$ cat src/rtl/irda_rz_pkg.sv
package irda_rz_pkg;
    // Sub-bit phase handling (16 ticks per bit)
    localparam int unsigned PH_W          = 4;
    localparam logic [3:0]  TX_PULSE_PH   = 4'd7;
    localparam int unsigned TX_BAUD_TICKS = 3;
    localparam logic [3:0]  TX_PRE_PH     = TX_PULSE_PH - 4'd1;
    localparam logic [3:0]  TX_LAST_PH    = TX_PULSE_PH + 4'(TX_BAUD_TICKS - 1);
    localparam logic [3:0]  RX_LOCK_PH    = 4'd7;

    typedef enum logic [1:0] {
        TX_PASS  = 2'd0,
        TX_WAIT  = 2'd1,
        TX_PULSE = 2'd2
    } tx_state_e;

    typedef enum logic {
        RX_IDLE  = 1'b0,
        RX_TRACK = 1'b1
    } rx_state_e;
endpackage

$ cat src/rtl/irda_rz_tx.sv
module irda_rz_tx
    import irda_rz_pkg::*;
#(
    parameter int unsigned BASE_PW = 6
) (
    input  logic clk,
    input  logic rst_n,
    input  logic tick16,
    input  logic uart_txd,
    input  logic tx_en,
    input  logic pw_base,
    input  logic tx_inv,
    output logic ir_txd
);
    localparam int unsigned       PW_W    = (BASE_PW > 1) ? $clog2(BASE_PW) : 1;
    localparam logic [PW_W-1:0]   PW_LAST = PW_W'(BASE_PW - 1);

    tx_state_e        st, st_nx;
    logic [PH_W-1:0]  ph;
    logic [PW_W-1:0]  wcnt;
    logic             txd_q;
    logic             bit_edge;
    logic             pulse_go;
    logic             pulse_end;

    // A change on the UART line marks the start of a new bit
    assign bit_edge  = (uart_txd != txd_q);
    assign pulse_go  = tick16 && (ph == TX_PRE_PH) && !txd_q && !bit_edge;
    assign pulse_end = pw_base ? (wcnt == PW_LAST)
                               : (tick16 && (ph == TX_LAST_PH));

    always_comb begin
        st_nx = st;
        if (!tx_en) begin
            st_nx = TX_PASS;
        end else begin
            unique case (st)
                TX_PASS:  st_nx = TX_WAIT;
                TX_WAIT:  if (pulse_go) st_nx = TX_PULSE;
                TX_PULSE: if (bit_edge || pulse_end) st_nx = TX_WAIT;
                default:  st_nx = TX_PASS;
            endcase
        end
    end

    // State register
    always_ff @(posedge clk) begin
        if (!rst_n) st <= TX_PASS;
        else        st <= st_nx;
    end

    // Sub-bit phase, bit value and base-clock width counter
    always_ff @(posedge clk) begin
        if (!rst_n) begin
            ph    <= '0;
            txd_q <= 1'b1;
            wcnt  <= '0;
        end else begin
            txd_q <= uart_txd;
            if (bit_edge)    ph <= '0;
            else if (tick16) ph <= ph + 1'b1;
            if (st != TX_PULSE)     wcnt <= '0;
            else if (wcnt != PW_LAST) wcnt <= wcnt + 1'b1;
        end
    end

    // Outputs
    always_comb begin
        if (!tx_en || (st == TX_PASS)) ir_txd = uart_txd;
        else                           ir_txd = (st == TX_PULSE) ^ tx_inv;
    end

    // disabling returns the encoder to pass-through
    a_r1_pass_state: assert property (@(posedge clk) disable iff (!rst_n)
        !tx_en |=> (st == TX_PASS));
    // a pulse opens exactly at sub-bit 7
    a_r2_pulse_start: assert property (@(posedge clk) disable iff (!rst_n)
        $rose(st == TX_PULSE) |-> (ph == TX_PULSE_PH));
    // in tick mode the pulse stays inside sub-bits 7..9
    a_r2_baud_window: assert property (@(posedge clk) disable iff (!rst_n)
        (st == TX_PULSE && !pw_base) |-> (ph >= TX_PULSE_PH && ph <= TX_LAST_PH));
    // base-clock width counter never runs past its limit
    a_r3_base_bound: assert property (@(posedge clk) disable iff (!rst_n)
        (st == TX_PULSE && pw_base) |-> (wcnt <= PW_LAST));
    // no pulse is ever driven during a one bit
    a_r4_no_pulse_on_one: assert property (@(posedge clk) disable iff (!rst_n)
        (st == TX_PULSE) |-> !txd_q);
endmodule

$ cat src/rtl/irda_rz_rx.sv
module irda_rz_rx
    import irda_rz_pkg::*;
#(
    parameter int unsigned IDLE_WIN = 12
) (
    input  logic       clk,
    input  logic       rst_n,
    input  logic       tick16,
    input  logic       ir_rxd,
    input  logic       rx_inv,
    input  logic [3:0] decide,
    output logic       uart_rxd
);
    localparam int unsigned     MW        = (IDLE_WIN > 2) ? $clog2(IDLE_WIN) : 1;
    localparam logic [MW-1:0]   MISS_LAST = MW'(IDLE_WIN - 1);

    rx_state_e        st, st_nx;
    logic             s1, s2, act_q;
    logic [PH_W-1:0]  cnt;
    logic             seen;
    logic [MW-1:0]    miss;
    logic             bit_q;
    logic             pulse_edge;
    logic             decide_now;
    logic             hit;
    logic             last_miss;

    assign pulse_edge = s2 && !act_q;
    assign decide_now = (st == RX_TRACK) && tick16 && ((cnt + 4'd1) == decide);
    assign hit        = seen || pulse_edge;
    assign last_miss  = (miss == MISS_LAST);

    always_comb begin
        st_nx = st;
        unique case (st)
            RX_IDLE:  if (pulse_edge) st_nx = RX_TRACK;
            RX_TRACK: if (decide_now && !hit && last_miss) st_nx = RX_IDLE;
            default:  st_nx = RX_IDLE;
        endcase
    end

    // State register
    always_ff @(posedge clk) begin
        if (!rst_n) st <= RX_IDLE;
        else        st <= st_nx;
    end

    // Polarity, synchroniser, window counter and decision
    always_ff @(posedge clk) begin
        if (!rst_n) begin
            s1    <= 1'b0;
            s2    <= 1'b0;
            act_q <= 1'b0;
            cnt   <= '0;
            seen  <= 1'b0;
            miss  <= '0;
            bit_q <= 1'b1;
        end else begin
            s1    <= ir_rxd ^ rx_inv;
            s2    <= s1;
            act_q <= s2;
            if (st == RX_IDLE) begin
                if (pulse_edge) begin
                    cnt  <= RX_LOCK_PH;
                    seen <= 1'b1;
                    miss <= '0;
                end
            end else begin
                if (tick16) cnt <= cnt + 1'b1;
                if (decide_now) begin
                    bit_q <= !hit;
                    seen  <= 1'b0;
                    miss  <= (hit || last_miss) ? '0 : miss + 1'b1;
                end else if (pulse_edge) begin
                    seen <= 1'b1;
                end
            end
        end
    end

    // Outputs
    always_comb uart_rxd = bit_q;

    // locking places the pulse at sub-bit 7
    a_r7_lock_phase: assert property (@(posedge clk) disable iff (!rst_n)
        (st == RX_IDLE && pulse_edge) |=> (st == RX_TRACK && cnt == RX_LOCK_PH));
    // the output only moves at a decision point
    a_r7_hold: assert property (@(posedge clk) disable iff (!rst_n)
        !$stable(bit_q) |-> $past(decide_now));
    // the quiet state always shows a one
    a_r9_idle_high: assert property (@(posedge clk) disable iff (!rst_n)
        (st == RX_IDLE) |-> uart_rxd);
    // empty-window counter stays below its limit
    a_r9_miss_bound: assert property (@(posedge clk) disable iff (!rst_n)
        miss <= MISS_LAST);
endmodule

$ cat src/rtl/irda_rz_codec.sv
module irda_rz_codec #(
    parameter int unsigned BASE_PW  = 6,
    parameter int unsigned IDLE_WIN = 12
) (
    input  logic       clk,
    input  logic       rst_n,
    input  logic       tick16,
    input  logic       uart_txd,
    input  logic       ir_tx_en,
    input  logic       tx_pw_base,
    input  logic       tx_inv,
    output logic       ir_txd,
    input  logic       ir_rxd,
    input  logic       rx_inv,
    input  logic [3:0] rx_decide,
    output logic       uart_rxd
);
    irda_rz_tx #(.BASE_PW(BASE_PW)) u_tx (
        .clk      (clk),
        .rst_n    (rst_n),
        .tick16   (tick16),
        .uart_txd (uart_txd),
        .tx_en    (ir_tx_en),
        .pw_base  (tx_pw_base),
        .tx_inv   (tx_inv),
        .ir_txd   (ir_txd)
    );

    irda_rz_rx #(.IDLE_WIN(IDLE_WIN)) u_rx (
        .clk      (clk),
        .rst_n    (rst_n),
        .tick16   (tick16),
        .ir_rxd   (ir_rxd),
        .rx_inv   (rx_inv),
        .decide   (rx_decide),
        .uart_rxd (uart_rxd)
    );
endmodule

$ cat config.mk
export PLATFORM = sky130hd
export DESIGN_NAME = irda_rz_codec
export DESIGN_NICKNAME = d
export VERILOG_FILES = /design/src/rtl/irda_rz_pkg.sv /design/src/rtl/irda_rz_tx.sv /design/src/rtl/irda_rz_rx.sv /design/src/rtl/irda_rz_codec.sv
export SDC_FILE = /design/constraint.sdc
export NUM_CORES = 1
export LEC_CHECK = 0
export ABC_CLOCK_PERIOD_IN_PS = 3400
export BUFFER_PORTS_ARGS = -buffer_cell sky130_fd_sc_hd__clkbuf_2
export CAP_MARGIN = 5
export CELL_PAD_IN_SITES_DETAIL_PLACEMENT = 1
export CELL_PAD_IN_SITES_GLOBAL_PLACEMENT = 1
export CORE_UTILIZATION = 46
export DETAILED_ROUTE_END_ITERATION = 7
export GPL_TIMING_DRIVEN = 0
export PLACE_DENSITY = 0.86
export REMOVE_ABC_BUFFERS = 1
export SLEW_MARGIN = 20
export SYNTH_ARGS = -nofsm -noshare
export SYNTH_HDL_FRONTEND = slang
export SYNTH_SLANG_ARGS = --single-unit
export TNS_END_PERCENT = 5
$ cat constraint.sdc
create_clock -name clk -period 3.4 [get_ports clk]
set_input_delay 0.51 -clock clk [delete_from_list [all_inputs] [get_ports clk]]
set_output_delay 0.51 -clock clk [all_outputs]
set_load 0.1 [all_outputs]
Word level (Yosys, flattened, before mapping) --
Cells that the tools add are included.
Storage, ports and cells: flip-flop bits (word level) 24, output and inout bits 2, logic and storage cells 79
Operators by class: add/subtract/negate cells 4, equality and inequality tests 14, multiplexer cells 18, bitwise logic cells 4, reductions and logical operators 27
Operators with widths (count):
- 4-bit two-way mux | 7
- 4-bit by 1-bit adder with 4-bit output, second input constant | 3
- 2-bit AND reduction | 5
- 1-bit logical AND | 9
- 4-bit equality test, second input constant | 2
- 1-bit two-way mux | 7
- 2-bit inequality test, second input constant | 3
- 2-bit one-hot mux with 3 select lines | 1
- 1-bit zero test | 5
- 4-bit by 3-bit equality test with 1-bit output, second input constant | 1
- 4-bit equality test | 1
- 1-bit logical OR | 4
- 2-bit two-way mux | 2
- 2-bit by 1-bit inequality test with 1-bit output, second input constant | 2
- 2-bit OR reduction | 2
- 3-bit by 1-bit adder with 3-bit output, second input constant | 1
- 3-bit equality test, second input constant | 1
- 3-bit inequality test, second input constant | 1
- 2-bit by 1-bit equality test with 1-bit output, second input constant | 1
- 2-bit equality test, second input constant | 1
- 2-bit zero test | 1
- 1-bit inverter | 2
- 1-bit one-hot mux with 2 select lines | 1
- 2-bit nonzero test | 1
- other kinds (2) | 3

Longest topological paths before layout --
word-level depth 8, depth in mapped cells 7, depth with buffers taken out 7

Cells and area by module --
From an unflattened synthesis, not the netlist that was laid out.
Unflattened totals: cell total of the unflattened synthesis 136, area total of the unflattened synthesis 1224.9 sq um
Modules (own cells, without submodules):
- irda_rz_rx | times used 1, cells each 73, area an instance 674.4 sq um, seq. area each 280.3 sq um
- irda_rz_tx | times used 1, cells each 63, area an instance 550.5 sq um, seq. area each 200.2 sq um

Worst setup path after synthesis --
No wires, ideal clock.
kind in2out, from input uart_txd, to output ir_txd, arrival time 1979 ps, required time 2890 ps, setup slack 911 ps, stages 4, buffers on the path 0, cells stage by stage nor2_1 > a31oi_1 > nor2_1 > nor2_1
On the way: cells in the longest elaborated chain, start to end 1
RTL lines:
- from (decl) | RTL line irda_rz_codec.sv:8 | input logic uart_txd,
- 1-bit two-way mux | RTL line irda_rz_tx.sv:69 | if (!tx_en || (st == TX_PASS)) ir_txd = uart_txd;
- to (decl) | RTL line irda_rz_codec.sv:12 | output logic ir_txd,
Every way passes these cells.

Worst setup path in the final report --
from register u_tx.st[1], to output ir_txd
On the way: cells in the longest elaborated chain, start to end 3
RTL lines:
- from (decl) | RTL line irda_rz_tx.sv:18 | tx_state_e st, st_nx;
- from (signal assigned) | RTL line irda_rz_tx.sv:49 | else st <= st_nx;
- 2-bit equality test or 2-bit zero test (tied branches) | RTL line irda_rz_tx.sv:70, irda_rz_tx.sv:69
- 1-bit XOR or 1-bit logical OR (tied branches) | RTL line irda_rz_tx.sv:70, irda_rz_tx.sv:69
- 1-bit two-way mux (*) | RTL line irda_rz_tx.sv:69
Every way passes the cells marked *; elsewhere a longest branch is shown, timed or not.

==> impl_metrics.toml <==
[global_route]
met3_usage_pct = 2.59
use_met2_pct = 35.8
grt_antenna_before_repair = 0
track_usage_pct = 19.9
grt_pass1_wl_mm = 4.05
grt_pass1_vias = 957
gr-total-overflow = 0
busiest_layer = "met2"
met1_usage_pct = 23.2
grt_start_max_net_pins = 18

[worst_setup_path]
r2r-end = "u_rx.st"
ff2ff_path_depth = 5
cp-start-kind = "flip-flop"
path_delay_family = "buffers and inverters"
arrival_ps = 1570
crit_path_frequent_cell = "nor2_1"
r2r_slack_ps = 1410
crit_cells = 5
path_cells = "nor2_1 -> a31oi_1 -> nor2_1 -> nor2_1 -> clkbuf_2"
slowest_delay_ps = 460
slowest_stage = "clkbuf_2"
worst-path-max-fanout = 5
crit_type = "reg2out"
critPathRequiredTime_ps = 2890
cp-end-kind = "output pin"
r2r_start = "u_rx.cnt[0]"
path_buf_inv = 1

[min_path]
hold_start = "u_rx.s1"
whs_endpoint = "u_rx.s2"
hold_depth = 1
min_path_type = "reg2reg"

[logic_synthesis]
netlist_area_um2 = 1220
avgSynthCellArea_um2 = 9.10
yosysTopAreaCellShare_pct = 39.4
yosysSeqAreaShare_pct = 39.4
synth_area_leader_cell = "dfxtp_1"
netlist_instances = 134
ys_warn_count = 0
synth_cell_types = 42
synth_top_flop_cell = "dfxtp_1"
synth-seq-cells = 24
synth_area_leaders = "dfxtp_1, ha_1, xnor2_1"
synthArstFlopShare_pct = 0
synth_edf_count = 0

[floorplan]
rows = 18
die_w_um = 53.5
io_pins = 15
coreArea_um2 = 2500
die_y_um = 53.5
die_area_um2 = 2860
start_util_pct = 48.8

[timing]
timing.final.ws_setup_ps = 1320
layout_min_cycle_time_ps = 2080
clock.fmax_ghz = 0.482
setup-violations-final = 0
maxSlewViolCount = 0
whs_ps = 454
setup_tns_ps = 0
max_slew_margin_pct = 58.3
period_share_pct = 61.0
finClkSkew_ps = 2.96
rsz0062_at_grt = "no"
finalHoldViolCount = 0
tightestPinTransition_ps = 616

[detailed_routing]
ant_nets = 0
wl_mm = 2.50
viasPerCell = 5.54
post_drt_wl_per_cell_um = 14.0
drc = 0
drt-initial-drc-count = 4
drt_pre_antenna_iters = 2
vias = 992

[clocking]
cts_num_sinks = 24
htreeDepth = 1
cts_buffers = 3
root_buffer = "clkbuf_4"
path_clk_slew_ps = 140
post_cts_buffers = 0
holdBufCountCts = 0
cts_tree = "done"
cts_buffer_depth = 2
ctsResizeCount = 0
clock_latency_ps = 310

[power]
ir_worst_vdd_v = 0.000234
p_leak_nw = 0.552
pwr_density_cell_nw_per_um2 = 392

[place]
dp_hpwl_mm = 1.97
numPortBuffers = 14
gp_congestion = 0.692
place_area_um2 = 1310
dp.cells = 175
post-place-ws_ps = 1350

[finish]
post-route-cell-area_um2 = 1350
layout_commonest_cell = "dfxtp_1"
diodes = 0
final_cell_mix = "dfxtp_1, nor2_1, clkbuf_2"
drive_gt1_share_pct = 17.4
fin_nets = 170
area_growth_pct = 10.3
fin_cells = 179

[status]
status = "completed"

[job]
cap_violations = 0
metrics by stage:
step / util, % / power, mW
floorplan: - / 0.355
global placement: 52.4 / 0.376
detailed placement: 52.4 / 0.381
CTS: 53.8 / 0.532
global route: 53.8 / 0.551
finish: 53.8 / 0.527
how the worst max path moves through the flow:
stage / start / end
after floorplan: uart_txd / ir_txd
after global placement: tick16 / u_rx.st
after detailed placement: tick16 / u_rx.st
after CTS: u_tx.st[1] / ir_txd
after global routing: u_tx.st[1] / ir_txd
final: u_tx.st[1] / ir_txd
synthesized netlist by cell type (all sizes together), types with 2 or more instances:
cell     instances
o21ai            3
a21boi           2
clkbuf           2
nand3b           2
nor3             2
or3              2
a211oi           2
dfxtp           24
xor2             5
a31o             2
and3             2
o2bb2ai          2
nand3            6
ha               7
a21oi            3
nor2            15
inv              6
o221a            2
nand2           13
nor4b            2
nand2b           3
and2             3
xnor2            7
power breakdown:
group | switching, mW | internal [mW] | leakage, nW
Clock | 0.0876 | 0.0654 | 0.0210
Combinational | 0.0411 | 0.0301 | 0.336
Sequential | 0.0117 | 0.291 | 0.196
kinds of logic after synthesis:
family          after synthesis  synth area share [%]
simple gates                 55                  23.7
compound gates               26                  16.9
flops                        24                  39.4
xor+xnor                     12                  8.62
buf+inv                       9                  3.38
fa+ha+maj                     7                  7.18
mux                           1                 0.821
flip-flops by register name, indices dropped and copies added, names as in the netlist:
register	flops
u_rx.s1	1
u_rx.s2	1
u_rx.act_q	1
u_rx.seen	1
u_rx.uart_rxd	1
u_tx.ph	4
u_rx.miss	4
u_rx.st	1
u_tx.wcnt	3
u_tx.st	2
u_tx.txd_q	1
u_rx.cnt	4
final cells by class:
type | count | area, um2
clock buffer | 4 | 36.3
fill | 302 | 1150
inverter | 6 | 22.5
multi-input combinational | 101 | 698
sequential | 24 | 480
tap | 30 | 37.5
timing repair buffer | 14 | 70.1
routing by layer:
layer	up-vias	part of all wire (%)
li1	506	-
met1	468	46
met2	16	51
met3	2	2.3
met4	0	0.80
met5	-	0
worst reg2reg max path, cell delays in order, from the launching register on:
cell and delay [ps]:
dfxtp_1 470, ha_1 300, xor2_1 180, nor3_2 150
nand3_1 350, o311a_1 450
(Power assumes the default switching activity.)
